==> config.mk <==
export PLATFORM = sky130hd
export DESIGN_NAME = mem_bus_bridge
export DESIGN_NICKNAME = d
export VERILOG_FILES = /design/src/rtl/bus_bridge_pkg.sv /design/src/rtl/bridge_addr_decode.sv /design/src/rtl/bridge_write_steer.sv /design/src/rtl/bridge_read_steer.sv /design/src/rtl/mem_bus_bridge.sv
export SDC_FILE = /design/constraint.sdc
export NUM_CORES = 1
export LEC_CHECK = 0
export BUFFER_PORTS_ARGS = -buffer_cell sky130_fd_sc_hd__clkbuf_2
export CORE_MARGIN = 3
export CORE_UTILIZATION = 27
export DETAILED_ROUTE_END_ITERATION = 6
export GPL_TIMING_DRIVEN = 0
export HOLD_SLACK_MARGIN = 0.05
export SLEW_MARGIN = 10
export SYNTH_ARGS = -nofsm -noshare
export SYNTH_HDL_FRONTEND = slang
export SYNTH_SLANG_ARGS = --single-unit
==> constraint.sdc <==
create_clock -name clk -period 2.06 [get_ports clk]
set_clock_uncertainty 0.15 [all_clocks]
set_input_delay 0.309 -clock clk [delete_from_list [all_inputs] [get_ports clk]]
set_output_delay 0.309 -clock clk [all_outputs]
set_load 0.02 [all_outputs]
==> src/rtl/bus_bridge_pkg.sv <==
// Shared definitions for the memory bus bridge.
// Assumes a 16-bit data path made of two byte lanes.
package bus_bridge_pkg;
    localparam int LANE_W = 8;
    localparam int LANES  = 2;
    localparam int DATA_W = LANE_W * LANES;

    typedef enum logic [1:0] {
        ST_IDLE      = 2'd0,
        ST_RAM_ISSUE = 2'd1,
        ST_RAM_RESP  = 2'd2,
        ST_DEV_WAIT  = 2'd3
    } bridge_state_t;
endpackage

==> src/rtl/bridge_addr_decode.sv <==
// Address classification. Flags addresses in the device window, which is
// the top 2**IO_BITS bytes of the space, and flags word accesses at odd
// addresses. Purely combinational.
module bridge_addr_decode #(
    parameter int ADDR_W  = 16,
    parameter int IO_BITS = 12
) (
    input  logic [ADDR_W-1:0] addr,
    input  logic              is_byte,
    output logic              in_window,
    output logic              misaligned
);
    localparam int TAG_W = ADDR_W - IO_BITS;

    // Window hit: every address bit above the window offset is one.
    always_comb in_window = &addr[ADDR_W-1 -: TAG_W];

    // Only word accesses need an even address.
    always_comb misaligned = !is_byte && addr[0];
endmodule

==> src/rtl/bridge_write_steer.sv <==
// Write-side lane steering. A word passes straight through with both
// strobes set. A byte is copied to both lanes, and only the lane chosen by
// the low address bit is strobed (little-endian: even = low lane).
module bridge_write_steer
    import bus_bridge_pkg::*;
(
    input  logic                         is_byte,
    input  logic                         odd,
    input  logic [DATA_W-1:0]            wdata_in,
    output logic [DATA_W-1:0]            wdata_out,
    output logic [LANES-1:0]             be
);
    // Builds lane data and strobes for one request.
    always_comb begin
        if (is_byte) begin
            for (int i = 0; i < LANES; i++)
                wdata_out[i*LANE_W +: LANE_W] = wdata_in[LANE_W-1:0];
            be = odd ? 2'b10 : 2'b01;
        end else begin
            wdata_out = wdata_in;
            be        = '1;
        end
    end
endmodule

==> src/rtl/bridge_read_steer.sv <==
// Read-side lane steering. A word returns unchanged. A byte read takes the
// lane chosen by the low address bit, moves it to bits 7:0 and clears the
// upper lane.
module bridge_read_steer
    import bus_bridge_pkg::*;
(
    input  logic              is_byte,
    input  logic              odd,
    input  logic [DATA_W-1:0] word_in,
    output logic [DATA_W-1:0] data_out
);
    // Picks and right-aligns the addressed byte for byte reads.
    always_comb begin
        if (is_byte) begin
            data_out = '0;
            data_out[LANE_W-1:0] = odd ? word_in[DATA_W-1 -: LANE_W]
                                       : word_in[LANE_W-1:0];
        end else begin
            data_out = word_in;
        end
    end
endmodule

==> src/rtl/mem_bus_bridge.sv <==
// Core-to-memory bridge. Takes one byte or word request at a time. It traps
// misaligned word accesses and sends the top window of the address space to
// the device port, everything else to a synchronous RAM.
// Assumes: the RAM returns read data the cycle after ram_en; the device
// holds dev_rdata valid while dev_ack is high; requests are ignored while
// one is in flight.
module mem_bus_bridge
    import bus_bridge_pkg::*;
#(
    parameter int ADDR_W  = 16,
    parameter int IO_BITS = 12
) (
    input  logic              clk,
    input  logic              rst_n,
    input  logic              req_valid,
    input  logic              req_write,
    input  logic              req_byte,
    input  logic [ADDR_W-1:0] req_addr,
    input  logic [15:0]       req_wdata,
    output logic              rsp_ack,
    output logic              rsp_trap,
    output logic [15:0]       rsp_rdata,
    output logic              ram_en,
    output logic              ram_we,
    output logic [ADDR_W-2:0] ram_addr,
    output logic [1:0]        ram_be,
    output logic [15:0]       ram_wdata,
    input  logic [15:0]       ram_rdata,
    output logic              dev_en,
    output logic              dev_we,
    output logic [IO_BITS-2:0] dev_addr,
    output logic [1:0]        dev_be,
    output logic [15:0]       dev_wdata,
    input  logic [15:0]       dev_rdata,
    input  logic              dev_ack
);
    localparam int WORD_AW = ADDR_W - 1;
    localparam int DEV_AW  = IO_BITS - 1;

    bridge_state_t      state;
    logic               accept;
    logic               hit_io;
    logic               bad_align;
    logic [DATA_W-1:0]  lane_wdata;
    logic [LANES-1:0]   lane_be;
    logic [DATA_W-1:0]  rd_word;
    logic [DATA_W-1:0]  rd_steered;

    logic               cur_we;
    logic               cur_byte;
    logic               cur_odd;
    logic [LANES-1:0]   cur_be;
    logic [DATA_W-1:0]  cur_wd;
    logic [WORD_AW-1:0] cur_waddr;
    logic               trap_q;

    // A request is taken only when nothing is in flight.
    always_comb accept = (state == ST_IDLE) && req_valid;

    bridge_addr_decode #(.ADDR_W(ADDR_W), .IO_BITS(IO_BITS)) u_dec (
        .addr       (req_addr),
        .is_byte    (req_byte),
        .in_window  (hit_io),
        .misaligned (bad_align)
    );

    bridge_write_steer u_wst (
        .is_byte   (req_byte),
        .odd       (req_addr[0]),
        .wdata_in  (req_wdata),
        .wdata_out (lane_wdata),
        .be        (lane_be)
    );

    // Sequencer: routes a taken request and tracks it until it completes.
    always_ff @(posedge clk) begin
        if (!rst_n) begin
            state     <= ST_IDLE;
            trap_q    <= 1'b0;
            cur_we    <= 1'b0;
            cur_byte  <= 1'b0;
            cur_odd   <= 1'b0;
            cur_be    <= '0;
            cur_wd    <= '0;
            cur_waddr <= '0;
        end else begin
            trap_q <= accept && bad_align;
            unique case (state)
                ST_IDLE: begin
                    if (accept && !bad_align) begin
                        state     <= hit_io ? ST_DEV_WAIT : ST_RAM_ISSUE;
                        cur_we    <= req_write;
                        cur_byte  <= req_byte;
                        cur_odd   <= req_addr[0];
                        cur_be    <= lane_be;
                        cur_wd    <= lane_wdata;
                        cur_waddr <= req_addr[ADDR_W-1:1];
                    end
                end
                ST_RAM_ISSUE: state <= ST_RAM_RESP;
                ST_RAM_RESP:  state <= ST_IDLE;
                ST_DEV_WAIT:  if (dev_ack) state <= ST_IDLE;
                default:      state <= ST_IDLE;
            endcase
        end
    end

    // RAM port: one enable cycle per access.
    always_comb begin
        ram_en    = (state == ST_RAM_ISSUE);
        ram_we    = ram_en && cur_we;
        ram_addr  = cur_waddr;
        ram_be    = cur_be;
        ram_wdata = cur_wd;
    end

    // Device port: held while waiting for the device.
    always_comb begin
        dev_en    = (state == ST_DEV_WAIT);
        dev_we    = dev_en && cur_we;
        dev_addr  = cur_waddr[DEV_AW-1:0];
        dev_be    = cur_be;
        dev_wdata = cur_wd;
    end

    // Read source follows the path the access took.
    always_comb rd_word = (state == ST_DEV_WAIT) ? dev_rdata : ram_rdata;

    bridge_read_steer u_rst (
        .is_byte  (cur_byte),
        .odd      (cur_odd),
        .word_in  (rd_word),
        .data_out (rd_steered)
    );

    // Core response: acknowledge, trap and read data.
    always_comb begin
        rsp_ack   = (state == ST_RAM_RESP) || ((state == ST_DEV_WAIT) && dev_ack);
        rsp_trap  = trap_q;
        rsp_rdata = (rsp_ack && !cur_we) ? rd_steered : '0;
    end

    // acknowledge and trap never coincide.
    p_ack_trap_excl_r10: assert property (@(posedge clk) disable iff (!rst_n)
        !(rsp_ack && rsp_trap));

    // the trap is a single-cycle pulse.
    p_trap_pulse_r6: assert property (@(posedge clk) disable iff (!rst_n)
        rsp_trap |=> !rsp_trap);

    // a refused access touches neither memory port.
    p_trap_no_bus_r6: assert property (@(posedge clk) disable iff (!rst_n)
        rsp_trap |-> (!ram_en && !dev_en));

    // a RAM cycle is acknowledged in the following cycle.
    p_ram_ack_next_r2: assert property (@(posedge clk) disable iff (!rst_n)
        ram_en |=> (rsp_ack && !ram_en));

    // only one memory port is active at a time.
    p_port_excl_r7: assert property (@(posedge clk) disable iff (!rst_n)
        !(ram_en && dev_en));

    // a waiting device request stays steady.
    p_dev_hold_r8: assert property (@(posedge clk) disable iff (!rst_n)
        (dev_en && !dev_ack) |=> (dev_en && $stable(dev_addr) && $stable(dev_be)
                                  && $stable(dev_wdata) && $stable(dev_we)));

    // a write always strobes at least one lane.
    p_strobe_set_r3: assert property (@(posedge clk) disable iff (!rst_n)
        ram_we |-> (ram_be != 2'b00));
endmodule

== After elaboration in Yosys (flattened, before gate mapping) ==
Cells that the tools add are included.
Storage, ports and cells
  logic and storage cells: 40
  memory bits (writable): 0
  input port bits: 70
  bits in registers: 39
  output and inout bits: 84
  memory bits (read-only): 0
  memories: 0
  bits in latches: 0
Operators by class
  $mul: 0
  add/subtract/negate cells: 0
  bitwise operators: 0
  order comparisons: 0
  shift operators: 0
  reduce and logical (&&, ||, !) cells: 16
  eq/ne operators: 5
  divide/modulo/power cells: 0
  mux-type cells: 11
Operators by type and width (count)
  $mux 16: 4
  $mux 2: 5
  $logic_and 1x1->1: 8
  $mux 8: 1
  $pmux 2 s4: 1
  $eq 2x2->1 const B: 2
  $ne 2x1->1 const B: 2
  $reduce_and 2->1: 2
  $reduce_and 4->1: 1
  $logic_not 1->1: 3
  $eq 2x1->1 const B: 1
  $logic_not 2->1: 1
  $logic_or 1x1->1: 1

== Logic depth before layout (Yosys ltp) ==
  word-level depth: 6
  depth in mapped cells: 5

== By module ==
Synthesis repeated with hierarchy kept, for this count alone.
Second synthesis, totals
  cells, all modules: 279
  area total of the unflattened synthesis: 2581.2 sq um
Modules (own cells, without submodules)
  mem_bus_bridge: sequential area each 780.7 sq um, area each 2193.4 sq um, cells each 241, instances 1
  bridge_write_steer: sequential area each 0.0 sq um, area each 201.4 sq um, cells each 19, instances 1
  bridge_read_steer: sequential area each 0.0 sq um, area each 171.4 sq um, cells each 17, instances 1
  bridge_addr_decode: sequential area each 0.0 sq um, area each 15.0 sq um, cells each 2, instances 1

== Worst setup path before layout ==
OpenSTA, ideal clock, no wires.
  path type: reg-to-output
  start point: register state[0]
  end point: output port rsp_rdata[0]
  path buffers: 2
  stages on the path, launching flop included: 6
  path slack: 0.268 ns
  arrival time: 1.333 ns
  required time: 1.601 ns
  path through: dfxtp_1 > buf_2 > nand2_2 > buf_2 > mux2i_1 > o22ai_1
Between the ends
  word-level cells in the longest chain between the ends: 5
RTL lines
  start: declaration: line mem_bus_bridge.sv:40  | bridge_state_t state;
  start signal: assignment: line mem_bus_bridge.sv:91  | state <= hit_io ? ST_DEV_WAIT : ST_RAM_ISSUE;
  $eq 2x2->1: line mem_bus_bridge.sv:127, mem_bus_bridge.sv:138
  $mux 16 / $logic_and 1x1->1 (equally long branches): line mem_bus_bridge.sv:127, mem_bus_bridge.sv:138
  $mux 8 / $logic_or 1x1->1 (equally long branches): line bridge_read_steer.sv:16, mem_bus_bridge.sv:138
  $mux 16 / $logic_and 1x1->1 (equally long branches): line bridge_read_steer.sv:14, mem_bus_bridge.sv:140
  $mux 16 (*): line mem_bus_bridge.sv:140  | rsp_rdata = (rsp_ack && !cur_we) ? rd_steered : '0;
  end: declaration: line mem_bus_bridge.sv:22  | output logic [15:0] rsp_rdata,
Mark *: on every way between the ends. The rest lies on a longest branch, timed or not.

== Worst setup path after layout ==
  start point: register state[0]
  end point: output port rsp_rdata[4]
Same word-level chain as after synthesis.

==> results.sh <==
export IMPL_drt_iter0_markers=60
export IMPL_final_common_cell="clkbuf_2"
export IMPL_cts_buffers=5
export IMPL_fmax_mhz=496
export IMPL_critPathLaunchType="register"
export IMPL_cp_required_ns=1.60
export IMPL_initial_core_util_pct=27.9
export IMPL_dp_hpwl_mm=5.70
export IMPL_clock_sinks=39
export IMPL_dp_cells=501
export IMPL_rr_startpoint="state[1]"
export IMPL_status="completed"
export IMPL_io_buffers=152
export IMPL_yosys_warnings=0
export IMPL_nNetsFinal=482
export IMPL_dieArea_mm2=0.00912
export IMPL_setup_viol=0
export IMPL_holdPathStages=3
export IMPL_slew_viol_final=0
export IMPL_hold_viol=0
export IMPL_ant_nets=0
export IMPL_vdd_ir_drop_worst_mv=0.248
export IMPL_grt_pass1_wl_mm=10.2
export IMPL_period_needed_ns=2.02
export IMPL_grt_pass1_vias=2168
export IMPL_rows=32
export IMPL_final_cell_area_mm2=0.00326
export IMPL_hold_start="req_addr[7]"
export IMPL_antenna_found_initial=0
export IMPL_power_density_mw_per_mm2=608
export IMPL_r2r_end="ram_addr[0]"
export IMPL_clock_latency_ns=0.29
export IMPL_avgSynthCellArea_um2=8.76
export IMPL_die_h_um=95.5
export IMPL_netlist_area_mm2=0.00216
export IMPL_maxSlewHeadroom_pct=64.4
export IMPL_gp_congestion=0.725
export IMPL_r2r_slack_ns=0.24
export IMPL_track_usage_pct=14.5
export IMPL_drive_above_1_share_pct=51.8
export IMPL_cts_tree="yes"
export IMPL_cts_hold_buffers=0
export IMPL_whs_ns=0.0917
export IMPL_dr_pass1_iters=4
export IMPL_path_class="reg2out"
export IMPL_seq_area_frac_synth_pct=36.1
export IMPL_fin_tns_setup_ns=0
export IMPL_htreeDepth=2
export IMPL_ys_seq_elements=39
export IMPL_holdPathEnd="ram_addr[6]"
export IMPL_worst_pin_slew_ns=0.534
export IMPL_maxCapViolations=0
export IMPL_period_share_pct=97.9
export IMPL_num_io_pins=154
export IMPL_synth_fp_nets=317
export IMPL_root_buffer="clkbuf_8"
export IMPL_dieWidth_um=95.5
export IMPL_vias_per_cell=4.63
export IMPL_placed_cell_area_mm2=0.00305
export IMPL_clockBufferDepth=2
export IMPL_drcViolationCount=0
export IMPL_antenna_cells=0
export IMPL_overflow=0
export IMPL_wire_per_inst_um=14.1
export IMPL_worstPathArrival_ns=1.56
export IMPL_reg2regPathDepth=6
export IMPL_final_cell_mix="clkbuf_2 (145), buf_4 (40), dfxtp_1 (38), nand2_1 (37), mux2i_1 (34)"
export IMPL_hold_path_class="in2reg"
export IMPL_worst_slack_ns=0.0432
export IMPL_synthCells=247
export IMPL_clk_pin_slew_ns=0.08
export IMPL_path_max_fanout=10
export IMPL_grt_max_degree=12
export IMPL_final_cells=515
export IMPL_n_fill_cell=823
export IMPL_p_leak_nw=1.85
export IMPL_synth_distinct_cells=32
export IMPL_core_area_mm2=0.00777
export IMPL_areaGrowthSynthToFinish_pct=50.9
export IMPL_totalWireLength_mm=7.24
export IMPL_num_vias=2387
export IMPL_place_ws_ns=0.00726
export IMPL_cp_end_kind="primary output"
routing by layer:
metal	vias to the layer above	GRT usage [%]	part of all wire, %
met4	0	2.73	0.40
met5	-	0	0
met3	2	3.55	9.8
li1	1176	-	-
met2	119	27.8	51
met1	1090	16.0	39
stage by stage:
stage / total power [mW] / utilization [%]
6_report: 1.98 / 42.0
3_5_place_dp: 1.47 / 39.3
3_3_place_gp: 1.47 / 39.3
2_1_floorplan: 1.25 / -
4_1_cts: 2.00 / 40.9
5_1_grt: 2.10 / 42.0
cell families after synthesis:
family	Yosys count	synth area share [%]
flops	39	36.1
compound gates	36	11.5
mux	36	16.7
buf+inv	48	14.9
simple gates	88	20.9
area by class of cell:
type | count | area [µm²] | share of cell area (%)
timing repair buffer | 157 | 815 | 25.0
sequential | 39 | 782 | 24.0
clock buffer | 7 | 76.3 | 2.34
multi-input combinational | 161 | 1120 | 34.3
tap | 102 | 128 | 3.91
inverter | 1 | 3.75 | 0.115
clock inverter | 1 | 5.00 | 0.153
buffer | 47 | 337 | 10.3
sequential cells by signal (all words and copies together), names as in the netlist:
name	flops
cur_byte	1
cur_we	1
state	2
dev_be	2
ram_addr	15
cur_odd	1
rsp_trap	1
dev_wdata	16
repair_timing:
| item | CTS | global route |
|---|---|---|
| buffers inserted | 2 | 3 |
| setup endpoints to repair | 17 | 16 |
| gates cloned | 0 | 1 |
| pin swaps | 2 | 1 |
| resized for setup | 7 | 22 |
how the worst max path moves through the flow:
stage	start	end	slack [ns]	depth (start not counted)
after global placement	state[0]	rsp_rdata[4]	0.06	6
final	state[0]	rsp_rdata[4]	0.04	6
after global routing	state[1]	rsp_rdata[7]	-0.004	6
after detailed placement	state[0]	rsp_rdata[4]	0.007	6
after floorplan	state[0]	rsp_rdata[0]	0.27	5
after CTS	state[0]	rsp_rdata[4]	-0.003	6
critical path, cell delays in order, from the launching register on:
cell     delay, ns
dfxtp_1       0.31
buf_4         0.19
nand2_8       0.10
buf_12        0.16
mux2i_2       0.15
o22ai_1       0.16
buf_4         0.18
where the power goes:
group          internal (mW)  switching, mW
clock network          0.238          0.271
registers              0.811         0.0427
logic                  0.273          0.348
cells in the mapped netlist (all sizes together):
| cell type | number | area [µm²] |
|---|---|---|
| o221a | 1 | 11.3 |
| nor2b | 2 | 12.5 |
| and3 | 2 | 12.5 |
| nor2 | 11 | 57.6 |
| clkbuf | 8 | 30.0 |
| dfxtp | 39 | 781 |
| o22ai | 8 | 50.1 |
| nor3b | 1 | 7.51 |
| and2 | 3 | 18.8 |
| a21oi | 1 | 5.00 |
| nand2 | 38 | 145 |
| o21a | 2 | 15.0 |
| inv | 1 | 3.75 |
| nand3b | 1 | 7.51 |
| mux2i | 36 | 360 |
| o2bb2ai | 1 | 8.76 |
| nor4b | 1 | 8.76 |
| nand4 | 14 | 87.6 |
| a21boi | 1 | 7.51 |
| nand2b | 3 | 18.8 |
| or3b | 1 | 11.3 |
| and2b | 1 | 7.51 |
| buf | 39 | 289 |
| nand3 | 9 | 45.0 |
| nand4bb | 1 | 11.3 |
| o21ai | 14 | 70.1 |
| o211a | 8 | 80.1 |
Power figures use the tool's default switching activity.
